### config.mk
export PLATFORM = sky130hd
export DESIGN_NAME = intr_entry_seq
export DESIGN_NICKNAME = d
export VERILOG_FILES = /design/src/rtl/intr_seq_pkg.sv /design/src/rtl/intr_src_latch.sv /design/src/rtl/intr_arbiter.sv /design/src/rtl/intr_rst_delay.sv /design/src/rtl/intr_entry_seq.sv
export SDC_FILE = /design/constraint.sdc
export NUM_CORES = 1
export LEC_CHECK = 0
export BUFFER_PORTS_ARGS = -buffer_cell sky130_fd_sc_hd__buf_2
export CORE_UTILIZATION = 47
export CTS_BUF_LIST = sky130_fd_sc_hd__clkbuf_2 sky130_fd_sc_hd__clkbuf_4 sky130_fd_sc_hd__clkbuf_8
export DETAILED_ROUTE_END_ITERATION = 8
export GPL_TIMING_DRIVEN = 0
export MAX_ROUTING_LAYER = met4
export PLACE_DENSITY = 0.77
export SLEW_MARGIN = 20
export SYNTH_ARGS = -nofsm -noshare
export SYNTH_HDL_FRONTEND = slang
export SYNTH_SLANG_ARGS = --single-unit
### constraint.sdc
create_clock -name clk -period 1.17 [get_ports clk]
set_input_delay 0.234 -clock clk [delete_from_list [all_inputs] [get_ports clk]]
set_output_delay 0.234 -clock clk [all_outputs]
set_load 0.02 [all_outputs]
### src/rtl/intr_seq_pkg.sv
package intr_seq_pkg;

   localparam logic [15:0] VEC_NMI_EMU = 16'hFFFA;
   localparam logic [15:0] VEC_NMI_NAT = 16'hFFEA;
   localparam logic [15:0] VEC_IRQ_EMU = 16'hFFFE;
   localparam logic [15:0] VEC_IRQ_NAT = 16'hFFEE;
   localparam logic [15:0] VEC_RESET   = 16'hFFFC;

   typedef enum logic [1:0] {
      SRC_NONE = 2'd0,
      SRC_NMI  = 2'd1,
      SRC_IRQ  = 2'd2
   } src_e;

   function automatic logic [15:0] vec_of(src_e src, logic emu);
      logic [15:0] v;
      case (src)
         SRC_NMI: v = emu ? VEC_NMI_EMU : VEC_NMI_NAT;
         SRC_IRQ: v = emu ? VEC_IRQ_EMU : VEC_IRQ_NAT;
         default: v = VEC_RESET;
      endcase
      return v;
   endfunction

endpackage

### src/rtl/intr_src_latch.sv
// Holds one transition until it is sampled, then turns it into a pending bit.
module intr_src_latch (
   input  logic clk,
   input  logic rst_n,
   input  logic edge_in,
   input  logic latch_en,
   input  logic allow,
   input  logic clr,
   output logic pend
);
   logic trans_q;
   logic eff;

   // A strobe that arrives in the sampling cycle counts as recorded.
   assign eff = trans_q | edge_in;

   always_ff @(posedge clk or negedge rst_n) begin
      if (!rst_n) begin
         trans_q <= 1'b0;
         pend    <= 1'b0;
      end else begin
         trans_q <= eff & ~latch_en;
         pend    <= (pend & ~clr) | (latch_en & eff & allow);
      end
   end
endmodule

### src/rtl/intr_arbiter.sv
// Fixed priority at the boundary: NMI ahead of IRQ.
module intr_arbiter
   import intr_seq_pkg::*;
(
   input  logic        bnd,
   input  logic        nmi_pend,
   input  logic        irq_pend,
   input  logic        emu,
   output logic        grant_nmi,
   output logic        grant_irq,
   output logic        grant,
   output logic [15:0] vec
);
   src_e sel;

   always_comb begin
      sel = SRC_NONE;
      if (bnd) begin
         if (nmi_pend)      sel = SRC_NMI;
         else if (irq_pend) sel = SRC_IRQ;
      end
   end

   assign grant_nmi = (sel == SRC_NMI);
   assign grant_irq = (sel == SRC_IRQ);
   assign grant     = grant_nmi | grant_irq;
   assign vec       = vec_of(sel, emu);
endmodule

### src/rtl/intr_rst_delay.sv
// Counts STEPS steps of STEP_CLKS clocks after reset release.
module intr_rst_delay #(
   parameter int STEPS     = 22,
   parameter int STEP_CLKS = 6
) (
   input  logic clk,
   input  logic rst_n,
   output logic busy,
   output logic done
);
   localparam int SUB_W  = (STEP_CLKS > 1) ? $clog2(STEP_CLKS) : 1;
   localparam int STEP_W = (STEPS > 1) ? $clog2(STEPS) : 1;
   localparam logic [SUB_W-1:0]  SUB_LAST  = SUB_W'(STEP_CLKS - 1);
   localparam logic [STEP_W-1:0] STEP_LAST = STEP_W'(STEPS - 1);

   logic [SUB_W-1:0]  sub_q;
   logic [STEP_W-1:0] step_q;
   logic              sub_wrap;

   assign sub_wrap = (sub_q == SUB_LAST);
   assign done     = busy & sub_wrap & (step_q == STEP_LAST);

   always_ff @(posedge clk or negedge rst_n) begin
      if (!rst_n) begin
         busy   <= 1'b1;
         sub_q  <= '0;
         step_q <= '0;
      end else if (busy) begin
         if (done) begin
            busy <= 1'b0;
         end
         if (sub_wrap) begin
            sub_q  <= '0;
            step_q <= step_q + 1'b1;
         end else begin
            sub_q  <= sub_q + 1'b1;
         end
      end
   end
endmodule

### src/rtl/intr_entry_seq.sv
module intr_entry_seq
   import intr_seq_pkg::*;
#(
   parameter int RST_STEPS = 22,
   parameter int STEP_CLKS = 6,
   parameter bit WAKE_REG  = 1'b1
) (
   input  logic        clk,
   input  logic        rst_n,
   input  logic        nmi_edge,
   input  logic        irq_edge,
   input  logic        irq_disable,
   input  logic        emu_mode,
   input  logic        int_lock,
   input  logic        last_cycle,
   output logic        take_int,
   output logic [15:0] vector,
   output logic        wake,
   output logic        rst_busy
);
   if (RST_STEPS < 1 || STEP_CLKS < 1) begin : g_bad_delay
      $error("intr_entry_seq: RST_STEPS and STEP_CLKS must be at least 1");
   end

   logic        latch_en;
   logic        bnd_q;
   logic        nmi_pend, irq_pend;
   logic        g_nmi, g_irq, g_any;
   logic [15:0] arb_vec;
   logic        rst_done;
   logic        take_q;
   logic [15:0] vec_q;

   assign latch_en = last_cycle & ~int_lock & ~rst_busy;

   intr_src_latch u_nmi (
      .clk(clk), .rst_n(rst_n), .edge_in(nmi_edge), .latch_en(latch_en),
      .allow(1'b1), .clr(g_nmi), .pend(nmi_pend)
   );

   intr_src_latch u_irq (
      .clk(clk), .rst_n(rst_n), .edge_in(irq_edge), .latch_en(latch_en),
      .allow(~irq_disable), .clr(g_irq), .pend(irq_pend)
   );

   intr_arbiter u_arb (
      .bnd(bnd_q), .nmi_pend(nmi_pend), .irq_pend(irq_pend), .emu(emu_mode),
      .grant_nmi(g_nmi), .grant_irq(g_irq), .grant(g_any), .vec(arb_vec)
   );

   intr_rst_delay #(.STEPS(RST_STEPS), .STEP_CLKS(STEP_CLKS)) u_rst (
      .clk(clk), .rst_n(rst_n), .busy(rst_busy), .done(rst_done)
   );

   always_ff @(posedge clk or negedge rst_n) begin
      if (!rst_n) begin
         bnd_q  <= 1'b0;
         take_q <= 1'b0;
         vec_q  <= '0;
      end else begin
         bnd_q  <= last_cycle & ~rst_busy;
         take_q <= g_any | rst_done;
         if (rst_done)   vec_q <= VEC_RESET;
         else if (g_any) vec_q <= arb_vec;
      end
   end

   assign take_int = take_q;
   assign vector   = vec_q;

   if (WAKE_REG) begin : g_wake_reg
      logic wake_q;
      always_ff @(posedge clk or negedge rst_n) begin
         if (!rst_n) wake_q <= 1'b0;
         else        wake_q <= nmi_edge | irq_edge;
      end
      assign wake = wake_q;
   end else begin : g_wake_comb
      assign wake = nmi_edge | irq_edge;
   end
endmodule

==> flow_summary.json, run 1 <==
{
  "ys_top_cells_by_count": "dfrtp_1 (19), buf_4 (12), nand2_1 (6), nor2_1 (6)",
  "ys_types": 28,
  "fill_cells": 130,
  "power-per-cell-area_nw_per_um2": 982,
  "dieArea_sq_um": 2110,
  "cts_buffer_depth": 2,
  "yosysWarnings": 0,
  "wl_per_cell_um": 11.7,
  "layout-drive-gt1-share_pct": 50.4,
  "cp_max_fo": 3,
  "area_growth_pct": 43.8,
  "n_antenna_cell": 0,
  "yosysSeqAreaShare_pct": 55.2,
  "final_antenna_net_count": 0,
  "setup_viol": 28,
  "worstPathArrival_ns": 1.12,
  "drtPass1Iterations": 4,
  "violations": "negative setup slack",
  "synth_area_leaders": "dfrtp_1 (52%), buf_4 (9.9%), dfstp_2 (2.9%)",
  "p_clk_share_pct": 30.6,
  "synth_largest_area_cell": "dfrtp_1",
  "grt_usage_pct": 18.4,
  "outcome": "complete, but fails checks",
  "clk_latency_ns": 0.30,
  "dieWidth_um": 46.0,
  "first_global_vias": 598,
  "antenna_found_initial": 0,
  "period_needed_ns": 1.35,
  "peakVddDrop_uv": 663,
  "cts_root_buf": "clkbuf_4",
  "grt_pass1_wl_um": 2590,
  "route.detailed.drc": 0,
  "synth_nets": 90,
  "detail_route.iter0.violations": 11,
  "grt-ovfl-total": 0,
  "finalPower_w": 0.00128,
  "internal_power_w": 0.000975,
  "io_buffer_count": 25,
  "hold_violations": 0,
  "crit_type": "flop to primary output",
  "synth_edf_count": 0,
  "hpwl_um": 1060,
  "seqPwrFrac_pct": 58.3,
  "p_leak_nw": 0.679,
  "drv_slew": 0,
  "end_kind": "primary output",
  "utilization_pct": 74.0,
  "core.rowCount": 15,
  "cts_tree": "yes",
  "drt_wl_total_um": 1660,
  "max_freq_mhz": 738,
  "io_pins": 27,
  "synth-main-ff-cell": "dfrtp_1",
  "rsz0062_at_grt": "yes",
  "min_period_over_period_pct": 116,
  "numClockSinks": 20,
  "required_ns": 0.94,
  "p_comb_share_pct": 11.1,
  "fin_nets": 128,
  "core_sq_um": 1760,
  "yosysMostFrequentCell": "dfrtp_1",
  "hp-class": "primary input to flop",
  "synth_cells": 80,
  "finalWorstSetupSlack_ns": -0.184,
  "cts.clk_slew.worst_paths_ns": 0.11,
  "place_congestion": 0.687,
  "initial_utilization_pct": 51.5,
  "vias": 657,
  "syn_area_per_cell_sq_um": 11.4,
  "synth_top_area_share_pct": 52.3,
  "vias_per_cell": 4.63,
  "h-tree-depth": 1,
  "switchingPower_w": 0.000308,
  "fp.dieH_um": 46.0,
  "synth-async-reset-ratio_pct": 100,
  "netlist_area_sq_um": 908,
  "crit_path_start_kind": "flop",
  "drv_cap": 0,
  "cts_buffers": 3,
  "p_sw_share_pct": 24.0,
  "grt_start_max_net_pins": 21,
  "fin_skew_ns": 0.00581,
  "ys_ff_latch": 20
}
==> placed cells by master (no fill, tap or decap), drive strengths merged <==
master / instances
mux2i: 1
conb: 1
dlygate4sd3: 1
o22ai: 1
xnor2: 3
and4b: 1
xor2: 2
clkbuf: 4
buf: 45
or2: 1
a21oi: 1
dfstp: 1
and2b: 1
nand4: 3
ha: 2
nor2b: 2
a21boi: 1
o21ai: 4
o31ai: 1
nor2: 6
dfrtp: 19
nand3b: 1
nand2b: 2
a21o: 1
nand2: 6
and2: 1
inv: 4
mux2: 1
==> worst paths after layout <==
check | start | endpoint | slack, ns | cells past startpoint
min reg2reg | u_irq.trans_q | u_irq.trans_q | 0.49 | 2
min in group asynchronous | rst_n | u_rst.sub_q[2] | 0.39 | 2
max in group asynchronous | rst_n | u_rst.busy | 0.45 | 2
max | vector[14] | vector[11] | -0.18 | 3
min | irq_disable | u_irq.pend | 0.1 | 2
max reg2reg | u_rst.busy | vector[1] | -0.14 | 4
==> cell families (layout without fill, tap and decap cells) <==
kind of cell	count (synthesis)	after routing	synth area share, %
simple gates	24	24	15.7
flops	20	20	55.2
buf+inv	17	54	12.8
compound gates	9	9	5.92
xor+xnor	5	5	4.82
fa+ha+maj	2	2	2.75
mux	2	2	2.34
other cells	1	1	0.413
==> per-stage QoR <==
| step | hold slack, ns | cells | TNS (ns) | area, sq um | setup WS, ns |
|---|---|---|---|---|---|
| after global routing | 0.0960 | 142 | -4.26 | 1310 | -0.215 |
| after floorplan | -0.0616 | 80 | -0.728 | 908 | -0.163 |
| final | 0.0994 | 142 | -2.84 | 1310 | -0.184 |
| after CTS | 0.0930 | 138 | -3.00 | 1170 | -0.177 |
| after detailed placement | 0.201 | 130 | -0.838 | 1060 | -0.186 |
| after global placement | 0.195 | 130 | -0.605 | 1060 | -0.156 |
==> critical path, stage by stage, from the launching register on <==
cell and delay [ns]:
dfrtp_2 0.45, buf_6 0.13, buf_4 0.12, buf_6 0.12
==> flip-flops by register name, indices dropped and copies added, names as in the netlist <==
name,flops
u_irq.trans_q,1
vector,4
u_nmi.pend,1
wake,1
u_rst.step_q,5
u_rst.sub_q,3
take_int,1
u_rst.busy,1
u_irq.pend,1
bnd_q,1
u_nmi.trans_q,1
==> power by group through the flow <==
stage / clock network, W / registers, W / logic, W
global route: 0.000429 / 0.000752 / 0.000162
CTS: 0.000407 / 0.000748 / 0.000145
global placement: 0 / 0.000760 / 0.000136
finish: 0.000393 / 0.000748 / 0.000142
floorplan: 0 / 0.000789 / 0.0000518
detailed placement: 0 / 0.000761 / 0.000140
==> final cells by class <==
class                           instances  area [sq um]  share of cell area (%)
Clock buffer                            4          36.3                    2.78
Timing Repair Buffer                   33           284                    21.7
Multi-Input combinational cell         43           302                    23.1
Inverter                                4          15.0                    1.15
Tap cell                               25          31.3                    2.39
Sequential cell                        20           503                    38.5
Buffer                                 13           135                    10.3
==> layer usage <==
metal  global-route usage (%)  share of wire [%]  wire, um  up-vias
met3                     3.57                4.9        81        2
li1                         -                  -         -      325
met2                     32.4                 54       888       22
met1                     20.3                 41       680      308
met5                        -                  0         0        -
met4                     7.06               0.36         6        0
==> timing repair <==
item / in CTS / in global routing
gates resized for setup: 17 / 30
hold buffers: 1 / 0
pin swaps: 8 / 1
buffers inserted: 3 / 4
hold endpoints to repair: 19 / 0
endpoints found under the setup margin: 24 / 29
No activity file was read; power rests on OpenSTA's default activity.
==> run 2: changes to the inputs <==
PLACE_DENSITY = 0.76   (was 0.77)
==> run 2 against run 1 <==
The flow still finishes with violations (negative setup slack). Sequential share of layout area rose by 0.15 points. Combinational power grew 4%. Final cell count is 0.70% lower. Critical path depth stayed put. Die area unchanged. Worst hold slack got worse by 0.0058 ns. Register-to-register slack is essentially flat. Clock power down 9.7%. Flip-flop and latch count stayed put. Global-route usage shrank 1.7 points. Cell area down 0.38%. Setup slack better by 0.025 ns. Critical path type unchanged. Largest cell class unchanged. Largest power group unchanged.
==> flow_summary.json, run 2 (synthesis results as in run 1) <==
{
  "hold_depth": 2,
  "cts_buffer_depth": 2,
  "place_area_sq_um": 1060,
  "final_cell_area_sq_um": 1300,
  "p_comb_share_pct": 11.8,
  "place_congestion": 0.677,
  "rsz0062_at_grt": "yes",
  "grt_usage_pct": 16.7,
  "dieArea_sq_um": 2110,
  "h-tree-depth": 1,
  "n_antenna_cell": 0,
  "rr_startpoint": "u_rst.busy",
  "cts_buffers": 3,
  "hpwl_um": 1010,
  "numClockSinks": 20,
  "io_pins": 27,
  "hp-start": "irq_disable",
  "seqPwrFrac_pct": 59.9,
  "grt_start_max_net_pins": 21,
  "min_period_over_period_pct": 114,
  "max_freq_mhz": 752,
  "antenna_found_initial": 0,
  "drv_cap": 0,
  "cts_root_buf": "clkbuf_4",
  "layout_common_cells": "buf_6 (26), dfrtp_1 (18), buf_2 (12)",
  "drv_slew": 0,
  "hold_violations": 0,
  "peakVddDrop_uv": 913,
  "clk_latency_ns": 0.30,
  "final_antenna_net_count": 0,
  "cts_tree": "yes",
  "fin_skew_ns": 0.0187,
  "hp-class": "primary input to flop",
  "first_global_vias": 518,
  "crit_path_start_kind": "flop",
  "layout-drive-gt1-share_pct": 53.4,
  "grt-ovfl-total": 0,
  "switchingPower_w": 0.000309,
  "cts.clk_slew.worst_paths_ns": 0.12,
  "finalWorstSetupSlack_ns": -0.159,
  "worstPathArrival_ns": 1.10,
  "power-per-cell-area_nw_per_um2": 964,
  "p_leak_nw": 0.670,
  "vias_per_cell": 4.60,
  "end_kind": "primary output",
  "min_to": "u_irq.pend",
  "outcome": "complete, but fails checks",
  "detail_route.iter0.violations": 6,
  "registers.top_by_ff_count": "u_rst.step_q",
  "pre_cts_ws_ns": -0.163,
  "m1WireLength_um": 654,
  "crit_type": "flop to primary output",
  "route.detailed.drc": 0,
  "p_clk_share_pct": 28.3,
  "core.rowCount": 15,
  "core_sq_um": 1760,
  "drt_wl_total_um": 1580,
  "cp_max_fo": 6,
  "area_growth_pct": 43.3,
  "fp.dieH_um": 46.0,
  "drtPass1Iterations": 2,
  "fill_cells": 145,
  "r2r-end": "vector[1]",
  "period_needed_ns": 1.33,
  "r2r_cells": 4,
  "largest_register_ffs": 5,
  "vias": 649,
  "layout.area.seq_sq_um": 503,
  "required_ns": 0.94,
  "dieWidth_um": 46.0,
  "rrSetupSlack_ns": -0.14,
  "violations": "negative setup slack",
  "wl_met3_um": 48,
  "internal_power_w": 0.000945,
  "initial_utilization_pct": 51.5,
  "io_buffer_count": 25,
  "final_common_cell": "buf_6",
  "setup_viol": 23,
  "fin_nets": 127,
  "top_layer_used": "met4",
  "met2_wirelength_um": 829,
  "grt_pass1_wl_um": 2280,
  "wl_per_cell_um": 11.2,
  "p_sw_share_pct": 24.6,
  "multi_input_area_sq_um": 314
}
## run 2: critical path, stage by stage, from the launching register on
cell and delay (ns):
dfrtp_2 0.44, buf_6 0.14, buf_6 0.11, buf_6 0.12
## run 2: worst max path at each step
stage	from	endpoint	slack, ns	cells past startpoint
after floorplan	u_rst.busy	vector[1]	-0.16	4
after global placement	u_rst.busy	vector[1]	-0.16	4
after detailed placement	u_rst.busy	vector[1]	-0.16	4
after CTS	vector[14]	vector[5]	-0.16	2
after global routing	vector[14]	vector[13]	-0.20	3
final	vector[14]	vector[13]	-0.16	3
## run 2: metrics by stage
stage,std cells,utilization [%],setup TNS (ns),power (W),hold WS (ns)
floorplan,80,-,-0.728,0.000841,-0.0616
global placement,130,60.4,-0.599,0.000896,0.195
detailed placement,130,60.4,-0.663,0.000902,0.206
CTS,137,65.5,-2.50,0.00126,0.0901
global route,141,73.8,-3.56,0.00131,0.0916
finish,141,73.8,-2.21,0.00125,0.0937
## run 2: final cells by class
cell class,instances,area share (%)
flip-flops and latches,20,38.7
multi-input cells,43,24.1
repair buffers,32,21.0
plain buffers,13,10.4
well taps,25,2.40
clock buffers,4,2.31
inverters,4,1.15
## run 2: power by group through the flow
| stage | clock (W) | sequential, W | combinational (W) |
|---|---|---|---|
| after global placement | 0 | 0.000760 | 0.000136 |
| after global routing | 0.000391 | 0.000756 | 0.000165 |
| after floorplan | 0 | 0.000789 | 0.0000518 |
| after CTS | 0.000367 | 0.000749 | 0.000144 |
| final | 0.000355 | 0.000751 | 0.000148 |
| after detailed placement | 0 | 0.000762 | 0.000140 |
## run 2: routing by layer
layer	GRT usage, %	vias to the layer above
li1	-	318
met1	19.5	308
met2	25.1	19
met3	2.38	4
met4	14.1	0
met5	-	-
## run 2: timing repair
| action | 4_1_cts | 5_1_grt |
|---|---|---|
| setup endpoints to repair | 22 | 29 |
| pin swaps | 6 | 1 |
| endpoints found under the hold margin | 19 | 0 |
| hold buffers | 1 | 0 |
| gates resized for setup | 15 | 35 |
| setup buffers | 2 | 4 |
==> run 3: changes to the inputs <==
CORE_UTILIZATION = 40   (was 47)
GPL_TIMING_DRIVEN = default   (was 0)
PLACE_DENSITY = 0.66   (was 0.76)
==> run 3 against run 2 <==
The run still ends with negative setup slack left. Routed wire length down 13%. Flip-flop and latch count is the same. Power rose by 3.1%. Cell area is 13% lower. Sequential power barely moved. Largest cell class unchanged.
==> flow_summary.json, run 3 (synthesis results as in run 1) <==
{
  "antenna_found_initial": 0,
  "route.detailed.drc": 0,
  "cts_tree": "yes",
  "period_needed_ns": 1.29,
  "min_period_over_period_pct": 110,
  "clk_latency_ns": 0.29,
  "io_buffer_count": 25,
  "numClockSinks": 20,
  "drtPass1Iterations": 3,
  "vias": 603,
  "fin_skew_ns": 0.00598,
  "finalWorstSetupSlack_ns": -0.121,
  "final_cell_area_sq_um": 1140,
  "crit_type": "flop to primary output",
  "initial_utilization_pct": 44.5,
  "crit_path_start_kind": "flop",
  "largest_register_ffs": 5,
  "drv_cap": 0,
  "r2r-end": "vector[1]",
  "final_antenna_net_count": 0,
  "grt-ovfl-total": 0,
  "h-tree-depth": 1,
  "p_leak_nw": 0.583,
  "rr_startpoint": "u_rst.busy",
  "power-per-cell-area_nw_per_um2": 1140,
  "rrSetupSlack_ns": -0.11,
  "r2r_cells": 3,
  "max_freq_mhz": 775,
  "core.rowCount": 16,
  "dieArea_sq_um": 2470,
  "grt_pass1_wl_um": 2550,
  "n_antenna_cell": 0,
  "setup_viol": 23,
  "cts_buffer_depth": 2,
  "place_congestion": 0.728,
  "grt_start_max_net_pins": 21,
  "drv_slew": 0,
  "area_growth_pct": 25.3,
  "hp-start": "irq_disable",
  "rsz0062_at_grt": "yes",
  "fin_nets": 116,
  "cts_root_buf": "clkbuf_4",
  "place_area_sq_um": 1020,
  "worstPathArrival_ns": 1.06,
  "grt_usage_pct": 14.2,
  "dieWidth_um": 49.7,
  "cp_max_fo": 3,
  "violations": "negative setup slack",
  "grtUsageMet3_pct": 1.85,
  "required_ns": 0.94,
  "min_to": "u_irq.pend",
  "met1_usage_pct": 17.0,
  "pre_cts_ws_ns": -0.0846,
  "hold_depth": 2,
  "cts.clk_slew.worst_paths_ns": 0.11,
  "layout-drive-gt1-share_pct": 52.4,
  "end_kind": "primary output",
  "layout_common_cells": "buf_2 (24), dfrtp_1 (18), buf_4 (6)",
  "first_global_vias": 611,
  "wl_per_cell_um": 10.4,
  "detail_route.iter0.violations": 5,
  "hold_violations": 0,
  "grt.met2_usage_pct": 23.4,
  "timing.setup.tns_ns": -0.698,
  "busiest_layer": "met2",
  "outcome": "complete, but fails checks",
  "io_pins": 27,
  "registers.top_by_ff_count": "u_rst.step_q",
  "vias_per_cell": 4.57,
  "hp-class": "primary input to flop",
  "core_sq_um": 2040,
  "cts_buffers": 3,
  "hold_slack_ns": 0.108,
  "drt_wl_total_um": 1380,
  "finalPower_w": 0.00129,
  "fp.dieH_um": 49.7,
  "final_common_cell": "buf_2",
  "peakVddDrop_uv": 722
}
==> run 3: where the power goes <==
part	internal, W	switching (W)
combinational	0.0000671	0.0000923
clock	0.000189	0.000195
sequential	0.000729	0.0000187
total	0.000986	0.000306
==> run 3: worst max-delay path by stage <==
stage                            to  slack [ns]        from  cells past startpoint
floorplan                 vector[1]       -0.16  u_rst.busy                      4
global placement          vector[1]       -0.06  u_rst.busy                      3
detailed placement        vector[1]       -0.08  u_rst.busy                      3
CTS                        rst_busy       -0.13  u_rst.busy                      2
global route        u_rst.step_q[4]       -0.15  u_rst.busy                      3
finish                     rst_busy       -0.12  u_rst.busy                      2
==> run 3: routing by layer <==
metal | routed length [um] | vias to the layer above
li1 | - | 297
met1 | 619 | 286
met2 | 678 | 18
met3 | 69 | 2
met4 | 12 | 0
met5 | 0 | -
==> run 3: what timing repair did <==
action / CTS / global route
setup buffers: 1 / 0
pin swaps: 10 / 6
hold buffers: 1 / 0
setup endpoints to repair: 28 / 29
resized for setup: 12 / 7
endpoints found under the hold margin: 19 / 0
cloned: 0 / 0
==> run 3: through the flow <==
stage,instances,util [%]
finish,132,55.8
global placement,126,49.9
CTS,132,54.2
floorplan,80,-
detailed placement,126,49.9
global route,132,55.8
==> run 3: final cells by class <==
class / instances / area [sq um]
fillers: 187 / 903
flip-flops and latches: 20 / 503
multi-input cells: 43 / 342
repair buffers: 34 / 209
clock buffers: 4 / 36.3
well taps: 27 / 33.8
inverters: 4 / 15.0
==> run 3: critical path, cell delays in order, from the launching register on <==
cell	delay, ns
dfstp_2	0.56
buf_6	0.10
buf_6	0.10
